### src/rtl/vol_pkg.sv
package vol_pkg;

  localparam int ATT_W = 7;

  typedef enum logic [1:0] {
    RX_IDLE = 2'd0,
    RX_ADDR = 2'd1,
    RX_DATA = 2'd2,
    RX_SKIP = 2'd3
  } rx_state_t;

  // Update request derived from one command byte
  typedef struct packed {
    logic       l_units;
    logic       l_tens;
    logic       r_units;
    logic       r_tens;
    logic       max_all;
    logic       mute_wr;
    logic [3:0] val;
    logic       mute_val;
  } upd_t;

  function automatic logic units_ok(input logic [3:0] v);
    return v <= 4'd9;
  endfunction

  function automatic logic tens_ok(input logic [3:0] v);
    return !v[3];
  endfunction

  function automatic upd_t decode_cmd(input logic [7:0] b);
    upd_t u;
    u          = '0;
    u.val      = b[3:0];
    u.mute_val = b[0];
    if (b == 8'hFF) begin
      u.max_all = 1'b1;
    end else if (b[7:1] == 7'b0111_100) begin
      u.mute_wr = 1'b1;
    end else begin
      case (b[7:4])
        4'hA: u.l_units = units_ok(b[3:0]);
        4'h2: u.r_units = units_ok(b[3:0]);
        4'hD: begin
          u.l_units = units_ok(b[3:0]);
          u.r_units = units_ok(b[3:0]);
        end
        4'hB: u.l_tens = tens_ok(b[3:0]);
        4'h3: u.r_tens = tens_ok(b[3:0]);
        4'hE: begin
          u.l_tens = tens_ok(b[3:0]);
          u.r_tens = tens_ok(b[3:0]);
        end
        default: ;
      endcase
    end
    return u;
  endfunction

  function automatic logic [ATT_W-1:0] atten_db(input logic [2:0] tens,
                                                input logic [3:0] units);
    logic [ATT_W-1:0] t;
    t = {{(ATT_W-3){1'b0}}, tens};
    return (t << 3) + (t << 1) + {{(ATT_W-4){1'b0}}, units};
  endfunction

endpackage

### src/rtl/bus_cond_det.sv
module bus_cond_det #(
  parameter int STAGES = 2
) (
  input  logic clk,
  input  logic rst_n,
  input  logic scl_i,
  input  logic sda_i,
  output logic scl_q,
  output logic sda_q,
  output logic scl_rise,
  output logic scl_fall,
  output logic start_det,
  output logic stop_det
);
  localparam int LINES = 2;

  logic [LINES-1:0] raw;
  logic [LINES-1:0] synced;
  logic [LINES-1:0] prev;

  assign raw = {sda_i, scl_i};

  genvar g;
  generate
    for (g = 0; g < LINES; g++) begin : g_line
      logic [STAGES-1:0] chain;
      always_ff @(posedge clk or negedge rst_n) begin
        if (!rst_n) begin
          chain   <= '1;
          prev[g] <= 1'b1;
        end else begin
          chain   <= {chain[STAGES-2:0], raw[g]};
          prev[g] <= chain[STAGES-1];
        end
      end
      assign synced[g] = chain[STAGES-1];
    end
  endgenerate

  assign scl_q     = synced[0];
  assign sda_q     = synced[1];
  assign scl_rise  = synced[0] & ~prev[0];
  assign scl_fall  = ~synced[0] & prev[0];
  assign start_det = synced[0] & prev[0] & prev[1] & ~synced[1];
  assign stop_det  = synced[0] & prev[0] & ~prev[1] & synced[1];
endmodule

### src/rtl/byte_rx.sv
module byte_rx
  import vol_pkg::*;
#(
  parameter logic [7:0] DEV_ADDR = 8'h88
) (
  input  logic       clk,
  input  logic       rst_n,
  input  logic       sda_q,
  input  logic       scl_rise,
  input  logic       scl_fall,
  input  logic       start_det,
  input  logic       stop_det,
  output logic       sda_oe,
  output logic       byte_commit,
  output logic [7:0] rx_byte,
  output logic       skipping
);
  localparam int BITS  = 8;
  localparam int CNT_W = $clog2(BITS + 2);
  localparam logic [CNT_W-1:0] ACK_BIT  = CNT_W'(BITS);
  localparam logic [CNT_W-1:0] ACK_DONE = CNT_W'(BITS + 1);

  rx_state_t        st;
  logic [CNT_W-1:0] cnt;
  logic [7:0]       shreg;

  always_ff @(posedge clk or negedge rst_n) begin
    if (!rst_n) begin
      st          <= RX_IDLE;
      cnt         <= '0;
      shreg       <= '0;
      sda_oe      <= 1'b0;
      byte_commit <= 1'b0;
    end else begin
      byte_commit <= 1'b0;
      if (start_det) begin
        st     <= RX_ADDR;
        cnt    <= '0;
        sda_oe <= 1'b0;
      end else if (stop_det) begin
        st     <= RX_IDLE;
        cnt    <= '0;
        sda_oe <= 1'b0;
      end else if (st != RX_IDLE) begin
        if (scl_rise) begin
          if (cnt < ACK_BIT) begin
            shreg <= {shreg[6:0], sda_q};
            cnt   <= cnt + 1'b1;
          end else if (cnt == ACK_BIT) begin
            cnt <= ACK_DONE;
            if (sda_oe && st == RX_DATA) byte_commit <= 1'b1;
          end
        end else if (scl_fall) begin
          if (cnt == ACK_BIT) begin
            if (st == RX_ADDR) begin
              if (shreg == DEV_ADDR) sda_oe <= 1'b1;
              else                   st     <= RX_SKIP;
            end else if (st == RX_DATA) begin
              sda_oe <= 1'b1;
            end
          end else if (cnt == ACK_DONE) begin
            sda_oe <= 1'b0;
            cnt    <= '0;
            if (st == RX_ADDR) st <= RX_DATA;
          end
        end
      end
    end
  end

  assign rx_byte  = shreg;
  assign skipping = (st == RX_SKIP);
endmodule

### src/rtl/atten_regs.sv
module atten_regs
  import vol_pkg::*;
(
  input  logic             clk,
  input  logic             rst_n,
  input  logic             byte_commit,
  input  logic [7:0]       rx_byte,
  output logic [ATT_W-1:0] left_atten,
  output logic [ATT_W-1:0] right_atten,
  output logic             mute
);
  localparam logic [2:0] TENS_MAX  = 3'd7;
  localparam logic [3:0] UNITS_MAX = 4'd9;

  upd_t       upd;
  logic [2:0] l_tens, r_tens;
  logic [3:0] l_units, r_units;

  assign upd = decode_cmd(rx_byte);

  always_ff @(posedge clk or negedge rst_n) begin
    if (!rst_n) begin
      l_tens  <= TENS_MAX;
      r_tens  <= TENS_MAX;
      l_units <= UNITS_MAX;
      r_units <= UNITS_MAX;
      mute    <= 1'b0;
    end else if (byte_commit) begin
      if (upd.max_all) begin
        l_tens  <= TENS_MAX;
        r_tens  <= TENS_MAX;
        l_units <= UNITS_MAX;
        r_units <= UNITS_MAX;
      end
      if (upd.mute_wr) mute    <= upd.mute_val;
      if (upd.l_units) l_units <= upd.val;
      if (upd.r_units) r_units <= upd.val;
      if (upd.l_tens)  l_tens  <= upd.val[2:0];
      if (upd.r_tens)  r_tens  <= upd.val[2:0];
    end
  end

  assign left_atten  = atten_db(l_tens, l_units);
  assign right_atten = atten_db(r_tens, r_units);
endmodule

### src/rtl/vol_cmd_slave.sv
module vol_cmd_slave
  import vol_pkg::*;
#(
  parameter logic [7:0] DEV_ADDR    = 8'h88,
  parameter int         SYNC_STAGES = 2
) (
  input  logic             clk,
  input  logic             rst_n,
  input  logic             scl_i,
  input  logic             sda_i,
  output logic             sda_oe,
  output logic [ATT_W-1:0] left_atten,
  output logic [ATT_W-1:0] right_atten,
  output logic             mute
);
  logic       scl_q, sda_q;
  logic       scl_rise, scl_fall;
  logic       start_det, stop_det;
  logic       byte_commit;
  logic [7:0] rx_byte;
  logic       skipping;

  bus_cond_det #(.STAGES(SYNC_STAGES)) u_cond (
    .clk       (clk),
    .rst_n     (rst_n),
    .scl_i     (scl_i),
    .sda_i     (sda_i),
    .scl_q     (scl_q),
    .sda_q     (sda_q),
    .scl_rise  (scl_rise),
    .scl_fall  (scl_fall),
    .start_det (start_det),
    .stop_det  (stop_det)
  );

  byte_rx #(.DEV_ADDR(DEV_ADDR)) u_rx (
    .clk         (clk),
    .rst_n       (rst_n),
    .sda_q       (sda_q),
    .scl_rise    (scl_rise),
    .scl_fall    (scl_fall),
    .start_det   (start_det),
    .stop_det    (stop_det),
    .sda_oe      (sda_oe),
    .byte_commit (byte_commit),
    .rx_byte     (rx_byte),
    .skipping    (skipping)
  );

  atten_regs u_regs (
    .clk         (clk),
    .rst_n       (rst_n),
    .byte_commit (byte_commit),
    .rx_byte     (rx_byte),
    .left_atten  (left_atten),
    .right_atten (right_atten),
    .mute        (mute)
  );

  logic unused_scl;
  assign unused_scl = scl_q;
endmodule

### config.mk
export PLATFORM = sky130hd
export DESIGN_NAME = vol_cmd_slave
export DESIGN_NICKNAME = d
export VERILOG_FILES = /design/src/rtl/vol_pkg.sv /design/src/rtl/bus_cond_det.sv /design/src/rtl/byte_rx.sv /design/src/rtl/atten_regs.sv /design/src/rtl/vol_cmd_slave.sv
export SDC_FILE = /design/constraint.sdc
export NUM_CORES = 1
export LEC_CHECK = 0
export ABC_AREA = 0
export BUFFER_PORTS_ARGS = -buffer_cell sky130_fd_sc_hd__buf_2
export CAP_MARGIN = 20
export CORE_MARGIN = 4
export CORE_UTILIZATION = 59
export DETAILED_ROUTE_END_ITERATION = 12
export GPL_TIMING_DRIVEN = 0
export PLACE_DENSITY = 0.76
export SLEW_MARGIN = 25
export SYNTH_ARGS = -nofsm -noshare
export SYNTH_HDL_FRONTEND = slang
export SYNTH_SLANG_ARGS = --single-unit
### constraint.sdc
create_clock -name clk -period 2.96 [get_ports clk]
set_clock_uncertainty 0.15 [all_clocks]
set_input_delay 0.592 -clock clk [delete_from_list [all_inputs] [get_ports clk]]
set_output_delay 0.592 -clock clk [all_outputs]
set_load 0.02 [all_outputs]
# Word level (Yosys, flattened, before mapping)
# Cells that the tools add are included.
# word_totals
ff_bits	37
latch_bits	0
ram_bits	0
romBits	0
in_bits	4
output_inout_bits	16
elab_cells	130
n_memories	0
# classes
addsub	5
multipliers	0
n_div	0
magnitude_cmp	2
eq_ne	19
shift	0
mux	51
bitwise_logic	13
n_reduce_logical	26
# ops
op	count
4-bit two-way mux	14
4-bit == test, second input constant	6
1-bit two-way mux	24
2-bit two-way mux	10
8-bit == test, second input constant	2
6-bit by 4-bit adder with 7-bit output	2
7-bit by 4-bit adder with 7-bit output	2
6-bit AND reduction	2
4-bit nonzero test	3
5-bit inequality test, second input constant	2
2-bit AND reduction	5
5-bit AND reduction	2
2-bit nonzero test	5
3-bit two-way mux	3
3-bit nonzero test	3
4-bit by 2-bit == test with 1-bit output, second input constant	2
4-bit inequality test, second input constant	2
2-bit OR reduction	4
1-bit bitwise AND	7
7-bit by 6-bit == test with 1-bit output, second input constant	1
1-bit NOT	6
5-bit by 1-bit inequality test with 1-bit output, second input constant	1
4-bit by 1-bit adder with 4-bit output, second input constant	1
4-bit less-or-equal comparator, second input constant	1
6 further kinds	6

# Logic depth before layout (Yosys ltp)
# Gate-level depths: netlist of the first run.
# logic_depth
word_depth	9
depth_mapped	7

# Hierarchy
# Synthesis of the first run repeated with hierarchy kept, for this count alone.
# unflattened
cells_unflattened	199
area_unflattened_um2	2192.1
# modules_own_cells
module	n_inst	cells_each	area_each_um2	seq_area_each_um2
atten_regs	1	111	1109.8	387.9
byte_rx	1	78	892.1	400.4
bus_cond_det	1	10	190.2	157.7

# Worst setup path before layout of the first run
# Ideal clock, no wire load.
# synth_timing
kind	flip-flop to output port
start	register u_regs.l_units[3]
end	output port left_atten[5]
t_arrival_ns	2.044
required_time_ns	2.218
slack_ns	0.174
path_stages_with_launch	8
path_cell_list	dfstp_2 inv_1 fa_1 inv_1 ha_1 a21o_1 a21oi_1 xnor2_1
# synth_via
elab_chain_len	1
# synth_lines
item	line	source
start, declared	atten_regs.sv:17	logic [3:0] l_units, r_units;
start signal, assigned	atten_regs.sv:36	if (upd.l_units) l_units <= upd.val;
7-bit by 4-bit adder with 7-bit output	vol_pkg.sv:65	return (t << 3) + (t << 1) + {{(ATT_W-4){1'b0}}, units};
end, declared	vol_cmd_slave.sv:12	output logic [ATT_W-1:0] left_atten,
# Every way passes these cells.

# Final worst setup path of the first run
# layout_timing
start	register u_regs.r_units[3]
end	output port right_atten[5]
# layout_via
elab_chain_len	1
# layout_lines
item	line	source
start, declared	atten_regs.sv:17	
start signal, assigned	atten_regs.sv:37	if (upd.r_units) r_units <= upd.val;
7-bit by 4-bit adder with 7-bit output	vol_pkg.sv:65	
end, declared	vol_cmd_slave.sv:13	output logic [ATT_W-1:0] right_atten,
# Every way passes these cells.

==> run_summary.xml, run 1 <==
<?xml version="1.0" encoding="UTF-8"?>
<metrics>
  <group name="route">
    <metric name="detailedRoute.firstPassIterationCount" unit="">4</metric>
    <metric name="vias" unit="">1691</metric>
    <metric name="routedWlPerCell" unit="µm">14.45</metric>
    <metric name="drtAntennaViolNets" unit="">0</metric>
    <metric name="route.detailed.vias_per_inst" unit="">5.656</metric>
    <metric name="route.detailed.drc" unit="">0</metric>
    <metric name="drt_iter0_drc" unit="">107</metric>
    <metric name="totalWireLength" unit="µm">4321</metric>
  </group>
  <group name="clock_network">
    <metric name="clk-insertion-delay-late" unit="ps">280</metric>
    <metric name="clockRootBuffer" unit="">sky130_fd_sc_hd__clkbuf_8</metric>
    <metric name="clock-sinks" unit="">37</metric>
    <metric name="cts.reportedPaths.clkPinSlew" unit="ps">70</metric>
    <metric name="cts.htree.levels" unit="">2</metric>
    <metric name="cts.path.max_buffers" unit="">2</metric>
    <metric name="cts-hold-fix-buffers" unit="">0</metric>
    <metric name="cts_tree" unit="">yes</metric>
    <metric name="cts-buffers-inserted" unit="">5</metric>
  </group>
  <group name="synthesis">
    <metric name="synth_simple_gate_area_share" unit="%">15.11</metric>
    <metric name="synth_top_family_by_area" unit="">simple AND/OR/NAND/NOR gates</metric>
    <metric name="ys.warnings.count" unit="">0</metric>
    <metric name="ys_ff_latch" unit="">37</metric>
    <metric name="post_synthesis_cell_type_with_the_largest_combined_area" unit="">sky130_fd_sc_hd__dfrtp_1</metric>
    <metric name="syn-instance-count" unit="">220</metric>
    <metric name="synthesis.nets" unit="">247</metric>
    <metric name="synth.lib_cells_used.distinct" unit="">53</metric>
    <metric name="postSynth.topFlopCell" unit="">sky130_fd_sc_hd__dfrtp_1</metric>
    <metric name="post_synthesis_instance_area" unit="µm²">2311</metric>
    <metric name="synth_edf_count" unit="">0</metric>
    <metric name="synthDominantCellAreaShare" unit="%">22.74</metric>
    <metric name="post_synth_fa_ha_maj_area_fraction" unit="%">13.75</metric>
    <metric name="synthesis.area_per_instance" unit="µm²">10.50</metric>
    <metric name="ys_top_cells_by_area" unit="">sky130_fd_sc_hd__dfrtp_1 23%, sky130_fd_sc_hd__dfstp_2 18%, sky130_fd_sc_hd__ha_1 10%</metric>
    <metric name="fraction_of_registers_with_async_set_reset" unit="%">100.0</metric>
    <metric name="synth_compound_area_share" unit="%">14.46</metric>
    <metric name="synthMuxAreaShare" unit="%">6.226</metric>
    <metric name="yosys.area_share.xor_xnor" unit="%">2.653</metric>
    <metric name="ys_seq_area_share" unit="%">40.93</metric>
  </group>
  <group name="grt">
    <metric name="first_global_vias" unit="">1700</metric>
    <metric name="grt_overflow_total" unit="">0</metric>
    <metric name="largest_net_degree_at_the_start_of_global_routing" unit="">38</metric>
    <metric name="wire_length_of_the_first_global_routing_pass" unit="µm">7590</metric>
    <metric name="grtUsageTotal" unit="%">18.84</metric>
    <metric name="number_of_antenna_violations_at_the_first_check_in_global_routing" unit="">0</metric>
  </group>
  <group name="sta">
    <metric name="finalHoldViolCount" unit="">0</metric>
    <metric name="relSlewSlack" unit="%">46.92</metric>
    <metric name="worst_setup_slack_after_layout" unit="ps">-185.9</metric>
    <metric name="final_min_period_over_clock_period" unit="%">106.3</metric>
    <metric name="final.min_clock_period" unit="ps">3146</metric>
    <metric name="fin_setup_tns" unit="ps">-289.7</metric>
    <metric name="timing_worst_slew_pin_value" unit="ps">796.2</metric>
    <metric name="report.final.slew_viol_count" unit="">0</metric>
    <metric name="grt_setup_unrepaired" unit="">yes</metric>
    <metric name="fmax" unit="MHz">317.9</metric>
    <metric name="report.final.setup_viol" unit="">3</metric>
    <metric name="finalHoldWorstSlack" unit="ps">207.1</metric>
  </group>
  <group name="critical_path">
    <metric name="critical_path.startpoint_type" unit="">flip-flop</metric>
    <metric name="path_cells" unit="">inv_2, fa_1, inv_1, ha_1, a21o_1, a21oi_2, xnor2_1, buf_4</metric>
    <metric name="worstPathArrival" unit="ps">2400</metric>
    <metric name="crit_start" unit="">u_regs.r_units[3]$_DFFE_PN1P_</metric>
    <metric name="critical_path.endpoint_type" unit="">output pin</metric>
    <metric name="reg2regPathDepth" unit="">7</metric>
    <metric name="critical-path-top-delay-family" unit="">adder cells</metric>
    <metric name="cp_data_required_time" unit="ps">2220</metric>
    <metric name="setup.worst_path.class" unit="">reg2out</metric>
    <metric name="reg2reg_slack" unit="ps">700</metric>
    <metric name="cp_max_fo" unit="">3</metric>
    <metric name="critPathMaxStageDelay" unit="ps">560</metric>
    <metric name="reg2reg_from" unit="">u_cond.prev[0]$_DFF_PN1_</metric>
    <metric name="worst_r2r_endpoint" unit="">u_rx.st[0]$_DFFE_PN0P_</metric>
    <metric name="count_of_buffering_cells_on_the_critical_path_with_inverters_included" unit="">3</metric>
    <metric name="crit_slowest_cell" unit="">sky130_fd_sc_hd__fa_1</metric>
  </group>
  <group name="place">
    <metric name="preCtsSetupSlack" unit="ps">43.78</metric>
    <metric name="dpl-instance-area" unit="µm²">2466</metric>
    <metric name="post-dp-hpwl" unit="µm">2934</metric>
    <metric name="io_buffer_count" unit="">19</metric>
    <metric name="gpl.final_weighted_congestion" unit="">0.7788</metric>
  </group>
  <group name="layout">
    <metric name="ratio_of_cells_with_drive_above_1_in_the_final_layout" unit="%">33.86</metric>
    <metric name="insertedDiodeCount" unit="">0</metric>
    <metric name="syn2layout_area_growth" unit="%">14.13</metric>
    <metric name="final_core_util" unit="%">70.98</metric>
    <metric name="layout.nets" unit="">278</metric>
    <metric name="layout.filler_cells" unit="">276</metric>
    <metric name="finish.instance_area" unit="µm²">2638</metric>
  </group>
  <group name="min_path">
    <metric name="hold_end" unit="">u_cond.g_line[1].chain[1]$_DFF_PN1_</metric>
    <metric name="hold-path-cell-count" unit="">0</metric>
    <metric name="timing.hold.worst.class" unit="">reg2reg</metric>
    <metric name="holdCritStartpoint" unit="">u_cond.g_line[1].chain[0]$_DFF_PN1_</metric>
  </group>
  <group name="status">
    <metric name="failed_checks" unit="">setup timing</metric>
    <metric name="result_of_the_run" unit="">finished, violations left</metric>
  </group>
  <group name="power_and_ir_drop">
    <metric name="power.density" unit="nW/µm²">408.9</metric>
    <metric name="irDropWorstVdd" unit="V">0.0002898</metric>
    <metric name="leakage_power" unit="nW">1.277</metric>
  </group>
  <group name="job">
    <metric name="cap_viol_max_count" unit="">0</metric>
  </group>
  <group name="floorplan">
    <metric name="start_util" unit="%">62.19</metric>
    <metric name="io_pins" unit="">20</metric>
    <metric name="fp.coreArea" unit="µm²">3716</metric>
    <metric name="floorplan.die.width" unit="µm">70.59</metric>
    <metric name="core.rowCount" unit="">22</metric>
    <metric name="die_area" unit="µm²">4982</metric>
    <metric name="die_height" unit="µm">70.59</metric>
  </group>
</metrics>
==> metrics by stage <==
step	instances	power (W)
6_report	299	0.001078
2_1_floorplan	220	0.0007069
3_5_place_dp	287	0.0007712
4_1_cts	297	0.001096
3_3_place_gp	287	0.0007688
5_1_grt	299	0.001152
==> what timing repair did <==
action                     in CTS  in global routing
setup endpoints to repair       6                  7
resized for setup               9                 14
setup buffers                   3                  2
pin swaps                      11                  8
hold endpoints to repair        0                  0
==> worst max-delay path by stage <==
stage                     cells after the start             end
final                                         8  right_atten[5]
after global routing                          8  right_atten[5]
after CTS                                     8  right_atten[5]
after detailed placement                      8   left_atten[5]
after global placement                        8   left_atten[5]
after floorplan                               7   left_atten[5]
==> cell usage in the layout, fill, tap and decap left out, drive strengths merged, types with 4 or more instances in the layout <==
cell	netlist	routed
mux2	11	11
clkbuf	3	9
o21ai	6	6
nand3	7	7
o22a	6	6
a21oi	9	9
xnor2	5	5
a21boi	4	4
nand2	8	8
fa	4	4
dfstp	16	16
ha	19	19
dfrtp	21	21
inv	27	27
buf	7	31
nor2	11	11
==> routing by layer <==
layer	wire [µm]	GRT usage [%]	up-vias	part of all wire, %
met4	23	6.472	0	0.53
li1	-	-	841	-
met5	0	0	-	0
met3	179	4.972	2	4.1
met2	2200	32.64	33	51
met1	1917	22.77	815	44
==> cells by family (layout without fill, tap and decap cells) <==
group,count (synthesis),after routing
muxes,13,13
adders and majority gates,23,23
xor gates and xnor gates,7,7
DFF,37,37
and+or+nand+nor,56,56
AOI/OAI and AO/OA,47,47
buffers and inverters,37,68
==> area by class of cell <==
cell class,count,area [µm²],share of cell area [%]
Tap cell,48,60.06,2.277
Clock buffer,6,72.57,2.751
Timing Repair Buffer,24,153.9,5.835
Multi-Input combinational cell,146,1241,47.06
Buffer,10,57.56,2.182
Clock inverter,1,5.005,0.1898
Sequential cell,37,945.9,35.86
Inverter,27,101.3,3.842
==> power by group <==
part | total [W] | switching [W] | internal, W
Clock | 0.000318 | 0.000158 | 0.000160
Sequential | 0.000589 | 0.0000442 | 0.000545
Combinational | 0.000171 | 0.000107 | 0.0000635
==> registers in the layout, summed over array words and instances, names as in the netlist <==
signal and flops:
u_regs.r_units 4, u_cond.g_line.chain 4, u_rx.byte_commit 1, u_rx.sda_oe 1, u_regs.mute 1, u_rx.st 2
u_rx.cnt 4, u_regs.l_units 4, u_cond.prev 2, u_rx.rx_byte 8, u_regs.l_tens 3, u_regs.r_tens 3
==> cells in the mapped netlist (4+ instances only) <==
master and n:
sky130_fd_sc_hd__nand2_1 8, sky130_fd_sc_hd__o21ai_0 6, sky130_fd_sc_hd__inv_1 27, sky130_fd_sc_hd__o22a_1 6, sky130_fd_sc_hd__nand3_1 7, sky130_fd_sc_hd__ha_1 19
sky130_fd_sc_hd__dfstp_2 16, sky130_fd_sc_hd__xnor2_1 5, sky130_fd_sc_hd__fa_1 4, sky130_fd_sc_hd__mux2_2 11, sky130_fd_sc_hd__a21boi_0 4, sky130_fd_sc_hd__a21oi_1 9
sky130_fd_sc_hd__nor2_1 10, sky130_fd_sc_hd__buf_2 4, sky130_fd_sc_hd__dfrtp_1 21
No activity file was read; power rests on OpenSTA's default activity.
==> run 2: changes to the inputs <==
--- a/config.mk
+++ b/config.mk
@@ -9,10 +9,10 @@
 export BUFFER_PORTS_ARGS = -buffer_cell sky130_fd_sc_hd__buf_2
 export CAP_MARGIN = 20
 export CORE_MARGIN = 4
-export CORE_UTILIZATION = 59
+export CORE_UTILIZATION = 54
 export DETAILED_ROUTE_END_ITERATION = 12
 export GPL_TIMING_DRIVEN = 0
-export PLACE_DENSITY = 0.76
+export PLACE_DENSITY = 0.73
 export SLEW_MARGIN = 25
 export SYNTH_ARGS = -nofsm -noshare
 export SYNTH_HDL_FRONTEND = slang
==> constraint.sdc (replaced) <==
create_clock -name clk -period 2.84 [get_ports clk]
set_clock_uncertainty 0.15 [all_clocks]
set_input_delay 0.568 -clock clk [delete_from_list [all_inputs] [get_ports clk]]
set_output_delay 0.568 -clock clk [all_outputs]
set_load 0.02 [all_outputs]
==> run 2 against run 1 <==
The flow still finishes with violations (setup timing). Clock power up 14%. Die area up 8.2%. Core utilization fell by 5.3 points. Largest power group unchanged. Worst setup slack worse by 44 ps. Highest routed layer unchanged. Count of clock-buffer cells in the layout decreased by 1. Sequential power grew 4.6%.
==> run_summary.xml, run 2 (synthesis gave the netlist of run 1 again) <==
<?xml version="1.0" encoding="UTF-8"?>
<metrics>
  <group name="place">
    <metric name="preCtsSetupSlack" unit="ps">-54.74</metric>
    <metric name="cell_count_post_placement" unit="">289</metric>
    <metric name="post-dp-hpwl" unit="µm">2988</metric>
    <metric name="io_buffer_count" unit="">19</metric>
    <metric name="gpl.final_weighted_congestion" unit="">0.8255</metric>
  </group>
  <group name="grt">
    <metric name="wire_length_of_the_first_global_routing_pass" unit="µm">7617</metric>
    <metric name="number_of_antenna_violations_at_the_first_check_in_global_routing" unit="">0</metric>
    <metric name="first_global_vias" unit="">1727</metric>
    <metric name="grtUsageTotal" unit="%">18.06</metric>
    <metric name="largest_net_degree_at_the_start_of_global_routing" unit="">38</metric>
    <metric name="grt_overflow_total" unit="">0</metric>
  </group>
  <group name="critical_path">
    <metric name="reg2reg_from" unit="">u_cond.prev[0]$_DFF_PN1_</metric>
    <metric name="reg2regPathDepth" unit="">7</metric>
    <metric name="setup.worst_path.class" unit="">reg2out</metric>
    <metric name="cp_max_fo" unit="">2</metric>
    <metric name="worstPathArrival" unit="ps">2350</metric>
    <metric name="reg2reg_slack" unit="ps">590</metric>
    <metric name="crit_start" unit="">u_regs.r_tens[0]$_DFFE_PN1P_</metric>
    <metric name="worst_r2r_endpoint" unit="">u_rx.st[0]$_DFFE_PN0P_</metric>
    <metric name="critical_path.endpoint_type" unit="">output pin</metric>
    <metric name="critical_path.startpoint_type" unit="">flip-flop</metric>
    <metric name="worstSetupEndpoint" unit="">right_atten[5]</metric>
    <metric name="cp_data_required_time" unit="ps">2120</metric>
  </group>
  <group name="status">
    <metric name="failed_checks" unit="">setup timing</metric>
    <metric name="result_of_the_run" unit="">finished, violations left</metric>
  </group>
  <group name="sta">
    <metric name="final_min_period_over_clock_period" unit="%">108.1</metric>
    <metric name="finalHoldViolCount" unit="">0</metric>
    <metric name="timing_worst_slew_pin_value" unit="ps">786.5</metric>
    <metric name="relSlewSlack" unit="%">47.56</metric>
    <metric name="grt_setup_unrepaired" unit="">yes</metric>
    <metric name="report.final.setup_viol" unit="">8</metric>
    <metric name="fmax" unit="MHz">325.7</metric>
    <metric name="final.min_clock_period" unit="ps">3070</metric>
    <metric name="report.final.slew_viol_count" unit="">0</metric>
    <metric name="worst_setup_slack_after_layout" unit="ps">-230.3</metric>
  </group>
  <group name="min_path">
    <metric name="timing.hold.worst.class" unit="">in2async</metric>
  </group>
  <group name="layout">
    <metric name="stdcell_count" unit="">305</metric>
    <metric name="layout.nets" unit="">281</metric>
    <metric name="final_core_util" unit="%">65.71</metric>
    <metric name="largest_register_ff_count" unit="">8</metric>
    <metric name="insertedDiodeCount" unit="">0</metric>
    <metric name="ratio_of_cells_with_drive_above_1_in_the_final_layout" unit="%">34.12</metric>
    <metric name="final_cell_mix" unit="">21 x sky130_fd_sc_hd__inv_1, 21 x sky130_fd_sc_hd__dfrtp_1, 19 x sky130_fd_sc_hd__ha_1</metric>
    <metric name="syn2layout_area_growth" unit="%">15.38</metric>
  </group>
  <group name="floorplan">
    <metric name="io_pins" unit="">20</metric>
    <metric name="floorplan.die.width" unit="µm">73.42</metric>
    <metric name="die_height" unit="µm">73.42</metric>
    <metric name="die_area" unit="µm²">5391</metric>
    <metric name="fp.coreArea" unit="µm²">4058</metric>
    <metric name="core.rowCount" unit="">23</metric>
    <metric name="start_util" unit="%">56.95</metric>
  </group>
  <group name="route">
    <metric name="routedWlPerCell" unit="µm">14.08</metric>
    <metric name="route.detailed.vias_per_inst" unit="">5.636</metric>
    <metric name="vias" unit="">1719</metric>
    <metric name="route.detailed.drc" unit="">0</metric>
    <metric name="drt_iter0_drc" unit="">51</metric>
    <metric name="drtAntennaViolNets" unit="">0</metric>
    <metric name="detailedRoute.firstPassIterationCount" unit="">4</metric>
    <metric name="totalWireLength" unit="µm">4295</metric>
  </group>
  <group name="clock_network">
    <metric name="clockRootBuffer" unit="">sky130_fd_sc_hd__clkbuf_8</metric>
    <metric name="clock-sinks" unit="">37</metric>
    <metric name="cts.htree.levels" unit="">2</metric>
    <metric name="cts-buffers-inserted" unit="">5</metric>
    <metric name="cts_tree" unit="">yes</metric>
    <metric name="cts-hold-fix-buffers" unit="">0</metric>
    <metric name="clk-insertion-delay-late" unit="ps">300</metric>
    <metric name="cts.reportedPaths.clkPinSlew" unit="ps">80</metric>
    <metric name="cts.path.max_buffers" unit="">2</metric>
  </group>
  <group name="power_and_ir_drop">
    <metric name="leakage_power" unit="nW">1.289</metric>
    <metric name="irDropWorstVdd" unit="V">0.0003128</metric>
    <metric name="power.density" unit="nW/µm²">433.9</metric>
  </group>
  <group name="job">
    <metric name="cap_viol_max_count" unit="">0</metric>
  </group>
</metrics>
run 2: cell types whose count changed in the layout (fill, tap and decap cells not counted), sizes merged:
cell and delta:
clkbuf -1, buf +3, clkinvlp +1, clkinv +1
run 2: repair_timing:
item	in CTS	in global routing
gates resized for setup	19	3
hold endpoints to repair	0	0
cloned	0	0
setup endpoints to repair	8	8
pin swaps	14	3
buffers inserted	7	2
run 2: worst max-delay path, stage by stage, from the launching register on:
cell and delay (ps):
sky130_fd_sc_hd__dfstp_2 540, sky130_fd_sc_hd__inv_2 40, sky130_fd_sc_hd__fa_1 560, sky130_fd_sc_hd__inv_1 50, sky130_fd_sc_hd__ha_1 260, sky130_fd_sc_hd__a21o_1 190, sky130_fd_sc_hd__a21oi_2 140, sky130_fd_sc_hd__xnor2_1 130
sky130_fd_sc_hd__buf_4 160
run 2: routing by layer:
metal,vias to the layer above,global-route usage [%],routed length (µm)
met5,-,0,0
li1,842,-,-
met1,838,22.13,1877
met3,6,4.651,188
met4,0,6.841,58
met2,33,30.49,2171
run 2: report_power, final:
| part | total (W) | internal [W] | leakage (nW) | switching, W |
|---|---|---|---|---|
| Clock | 0.000361 | 0.000169 | 0.0439 | 0.000191 |
| Sequential | 0.000616 | 0.000568 | 0.448 | 0.0000481 |
| Combinational | 0.000180 | 0.0000659 | 0.797 | 0.000115 |
| Total | 0.00116 | 0.000803 | 1.29 | 0.000354 |
run 2: cell type report:
type	instances	area, µm²
buffer	10	57.56
fill	319	1391
clock buffer	5	68.82
tap	50	62.56
clock inverter	3	17.52
timing repair buffer	27	182.7
multi-input combinational	146	1230
sequential	37	945.9
inverter	27	101.3
run 2: metrics by stage:
step                      cell area (µm²)  hold WS (ps)   power, W  TNS, ps
after floorplan                      2311         122.4  0.0007368        0
after global placement               2469         195.8  0.0008020   -40.54
after detailed placement             2469         197.3  0.0008052   -70.86
after CTS                            2649         206.6   0.001170   -829.8
after global routing                 2666         196.9   0.001222    -1657
final                                2666         201.9   0.001157   -876.8
run 2: worst min-delay path by stage:
stage,slack (ps),cells after the start,to
final,200,1,u_rx.st[1]$_DFFE_PN0P_
after detailed placement,200,0,u_cond.g_line[1].chain[1]$_DFF_PN1_
after global routing,200,1,u_cond.g_line[1].chain[0]$_DFF_PN1_
after global placement,200,0,u_cond.g_line[1].chain[1]$_DFF_PN1_
after CTS,210,1,u_cond.g_line[0].chain[0]$_DFF_PN1_
after floorplan,120,0,u_regs.l_units[1]$_DFFE_PN0P_
==> run 3: changes to the inputs <==
--- a/config.mk
+++ b/config.mk
@@ -9,10 +9,10 @@
 export BUFFER_PORTS_ARGS = -buffer_cell sky130_fd_sc_hd__buf_2
 export CAP_MARGIN = 20
 export CORE_MARGIN = 4
-export CORE_UTILIZATION = 54
+export CORE_UTILIZATION = 64
 export DETAILED_ROUTE_END_ITERATION = 12
 export GPL_TIMING_DRIVEN = 0
-export PLACE_DENSITY = 0.73
+export PLACE_DENSITY = 0.87
 export SLEW_MARGIN = 25
 export SYNTH_ARGS = -nofsm -noshare
 export SYNTH_HDL_FRONTEND = slang
==> constraint.sdc (replaced) <==
create_clock -name clk -period 3.7 [get_ports clk]
set_clock_uncertainty 0.15 [all_clocks]
set_input_delay 0.74 -clock clk [delete_from_list [all_inputs] [get_ports clk]]
set_output_delay 0.74 -clock clk [all_outputs]
set_load 0.02 [all_outputs]
==> run 3 against run 2 <==
The run now ends clean. Die area is 14% lower. Register-to-register slack better by 850 ps. Total power is 22% lower. Count of clock-buffer cells in the layout is 1 higher. Flip-flop and latch count stayed put. Core utilization is 9.0 points higher. Clock power is 19% lower. Global-route usage is 2.1 points higher. Cell count is 3.9% lower. Sequential share of layout area is 1.6 points higher. Critical path depth stayed put. Via count is 2.0% lower. Highest routed layer unchanged.
==> run_summary.xml, run 3 (synthesis gave the netlist of run 1 again) <==
<?xml version="1.0" encoding="UTF-8"?>
<metrics>
  <group name="layout">
    <metric name="finish.instance_area" unit="µm²">2552</metric>
    <metric name="insertedDiodeCount" unit="">0</metric>
    <metric name="layout.filler_cells" unit="">253</metric>
    <metric name="final-seq-area" unit="µm²">945.9</metric>
    <metric name="largest_register_ff_count" unit="">8</metric>
    <metric name="ratio_of_cells_with_drive_above_1_in_the_final_layout" unit="%">27.13</metric>
    <metric name="syn2layout_area_growth" unit="%">10.45</metric>
    <metric name="final_cell_mix" unit="">27 x sky130_fd_sc_hd__inv_1, 23 x sky130_fd_sc_hd__buf_2, 21 x sky130_fd_sc_hd__dfrtp_1</metric>
    <metric name="multi_input_area" unit="µm²">1206</metric>
    <metric name="layout.nets" unit="">273</metric>
    <metric name="leading_cell_type_in_the_layout_fill_and_taps_excluded" unit="">sky130_fd_sc_hd__inv_1</metric>
  </group>
  <group name="critical_path">
    <metric name="reg2regPathDepth" unit="">7</metric>
    <metric name="cp_data_required_time" unit="ps">2810</metric>
    <metric name="critical_path.startpoint_type" unit="">flip-flop</metric>
    <metric name="cp_max_fo" unit="">3</metric>
    <metric name="critical_path.endpoint_type" unit="">output pin</metric>
    <metric name="reg2reg_slack" unit="ps">1440</metric>
    <metric name="worst_r2r_endpoint" unit="">u_rx.st[0]$_DFFE_PN0P_</metric>
    <metric name="reg2reg_from" unit="">u_cond.prev[0]$_DFF_PN1_</metric>
    <metric name="worstPathArrival" unit="ps">2530</metric>
    <metric name="setup.worst_path.class" unit="">reg2out</metric>
  </group>
  <group name="route">
    <metric name="detailedRoute.firstPassIterationCount" unit="">4</metric>
    <metric name="route.detailed.drc" unit="">0</metric>
    <metric name="totalWireLength" unit="µm">4038</metric>
    <metric name="routedWlPerCell" unit="µm">13.78</metric>
    <metric name="route.met2.wl" unit="µm">2024</metric>
    <metric name="dr_wl_met3" unit="µm">146</metric>
    <metric name="wire_length_on_met1" unit="µm">1799</metric>
    <metric name="vias" unit="">1684</metric>
    <metric name="dr.max_layer_used" unit="">met4</metric>
    <metric name="route.detailed.vias_per_inst" unit="">5.747</metric>
    <metric name="drtAntennaViolNets" unit="">0</metric>
    <metric name="drt_iter0_drc" unit="">76</metric>
  </group>
  <group name="power_and_ir_drop">
    <metric name="clock_power_share" unit="%">32.5</metric>
    <metric name="power_switching" unit="W">0.0002530</metric>
    <metric name="p_comb_share" unit="%">15.0</metric>
    <metric name="power_frac_seq" unit="%">52.4</metric>
    <metric name="switching_share" unit="%">28.12</metric>
    <metric name="overall_power_consumption" unit="W">0.0008998</metric>
    <metric name="internal_power" unit="W">0.0006468</metric>
    <metric name="irDropWorstVdd" unit="V">0.0002125</metric>
    <metric name="leakage_power" unit="nW">1.238</metric>
    <metric name="power.density" unit="nW/µm²">352.5</metric>
  </group>
  <group name="floorplan">
    <metric name="core.rowCount" unit="">21</metric>
    <metric name="fp.coreArea" unit="µm²">3416</metric>
    <metric name="die_height" unit="µm">68.09</metric>
    <metric name="start_util" unit="%">67.66</metric>
    <metric name="die_area" unit="µm²">4636</metric>
    <metric name="io_pins" unit="">20</metric>
    <metric name="floorplan.die.width" unit="µm">68.09</metric>
  </group>
  <group name="sta">
    <metric name="final.min_clock_period" unit="ps">3420</metric>
    <metric name="timing_worst_slew_pin_value" unit="ps">767.7</metric>
    <metric name="relSlewSlack" unit="%">48.82</metric>
    <metric name="final_min_period_over_clock_period" unit="%">92.44</metric>
    <metric name="fin_setup_tns" unit="ps">0</metric>
    <metric name="finalHoldViolCount" unit="">0</metric>
    <metric name="fmax" unit="MHz">292.4</metric>
    <metric name="report.final.slew_viol_count" unit="">0</metric>
    <metric name="finalHoldWorstSlack" unit="ps">213.2</metric>
    <metric name="grt_setup_unrepaired" unit="">no</metric>
    <metric name="report.final.setup_viol" unit="">0</metric>
  </group>
  <group name="clock_network">
    <metric name="postCtsSetupBuffers" unit="">0</metric>
    <metric name="cts_tree" unit="">yes</metric>
    <metric name="clockRootBuffer" unit="">sky130_fd_sc_hd__clkbuf_4</metric>
    <metric name="cts.path.max_buffers" unit="">2</metric>
    <metric name="cts_repair_resize_count" unit="">0</metric>
    <metric name="cts-buffers-inserted" unit="">5</metric>
    <metric name="cts.reportedPaths.clkPinSlew" unit="ps">110</metric>
    <metric name="clock-sinks" unit="">37</metric>
    <metric name="cts-hold-fix-buffers" unit="">0</metric>
    <metric name="clk-insertion-delay-late" unit="ps">340</metric>
    <metric name="cts.htree.levels" unit="">2</metric>
  </group>
  <group name="place">
    <metric name="gpl.final_weighted_congestion" unit="">0.8022</metric>
    <metric name="post-dp-hpwl" unit="µm">2974</metric>
    <metric name="io_buffer_count" unit="">19</metric>
    <metric name="dpl-instance-area" unit="µm²">2464</metric>
  </group>
  <group name="grt">
    <metric name="grt_overflow_total" unit="">0</metric>
    <metric name="largest_net_degree_at_the_start_of_global_routing" unit="">38</metric>
    <metric name="grtUsageTotal" unit="%">20.13</metric>
    <metric name="first_global_vias" unit="">1600</metric>
    <metric name="wire_length_of_the_first_global_routing_pass" unit="µm">7038</metric>
    <metric name="number_of_antenna_violations_at_the_first_check_in_global_routing" unit="">0</metric>
  </group>
  <group name="min_path">
    <metric name="hold_end" unit="">u_cond.g_line[1].chain[1]$_DFF_PN1_</metric>
    <metric name="timing.hold.worst.class" unit="">reg2reg</metric>
    <metric name="hold-path-cell-count" unit="">0</metric>
    <metric name="holdCritStartpoint" unit="">u_cond.g_line[1].chain[0]$_DFF_PN1_</metric>
  </group>
  <group name="status">
    <metric name="result_of_the_run" unit="">finished, final reports clean</metric>
  </group>
  <group name="job">
    <metric name="cap_viol_max_count" unit="">0</metric>
  </group>
</metrics>
-- run 3: how the worst max path moves through the flow --
| stage | start | slack, ps | endpoint |
|---|---|---|---|
| detailed placement | u_regs.l_units[3]$_DFFE_PN1P_ | 640 | left_atten[5] |
| global placement | u_regs.l_units[3]$_DFFE_PN1P_ | 670 | left_atten[5] |
| global route | u_regs.l_units[3]$_DFFE_PN1P_ | 160 | left_atten[5] |
| floorplan | u_regs.l_units[3]$_DFFE_PN1P_ | 770 | left_atten[5] |
| finish | u_regs.l_units[3]$_DFFE_PN1P_ | 280 | left_atten[5] |
| CTS | u_regs.l_units[3]$_DFFE_PN1P_ | 260 | left_atten[5] |
-- run 3: area by class of cell --
cell class	count	area share, %
Sequential cell	37	37.06
Buffer	10	2.255
Timing Repair Buffer	19	3.725
Inverter	27	3.971
Multi-Input combinational cell	146	47.25
Tap cell	46	2.255
Clock buffer	6	2.010
Clock inverter	2	1.471
-- run 3: through the flow --
stage	setup slack, ps	util [%]	cells
final	279.6	74.73	293
after global routing	157.7	74.73	293
after CTS	256.0	74.73	293
after detailed placement	641.0	72.12	285
after global placement	672.8	72.12	285
after floorplan	765.6	-	220
-- run 3: power groups by stage --
stage	clock [W]	combinational [W]	sequential [W]
final	0.000293	0.000135	0.000472
after global routing	0.000319	0.000153	0.000476
after CTS	0.000300	0.000135	0.000472
after floorplan	0	0.000100	0.000466
after global placement	0	0.000133	0.000478
after detailed placement	0	0.000134	0.000479
-- run 3: layer usage --
layer  up-vias  GRT usage, %
li1        830             -
met1       821         23.83
met2        25         35.50
met3         8         4.926
met4         0         6.700
met5         -             0
-- run 3: worst max-delay path: stages, from the launching register on --
cell                      delay (ps)
sky130_fd_sc_hd__dfstp_2         550
sky130_fd_sc_hd__inv_1            60
sky130_fd_sc_hd__fa_1            580
sky130_fd_sc_hd__inv_1            60
sky130_fd_sc_hd__ha_1            290
sky130_fd_sc_hd__a21o_1          180
sky130_fd_sc_hd__a21oi_1         160
sky130_fd_sc_hd__xnor2_1         130
sky130_fd_sc_hd__buf_2           180
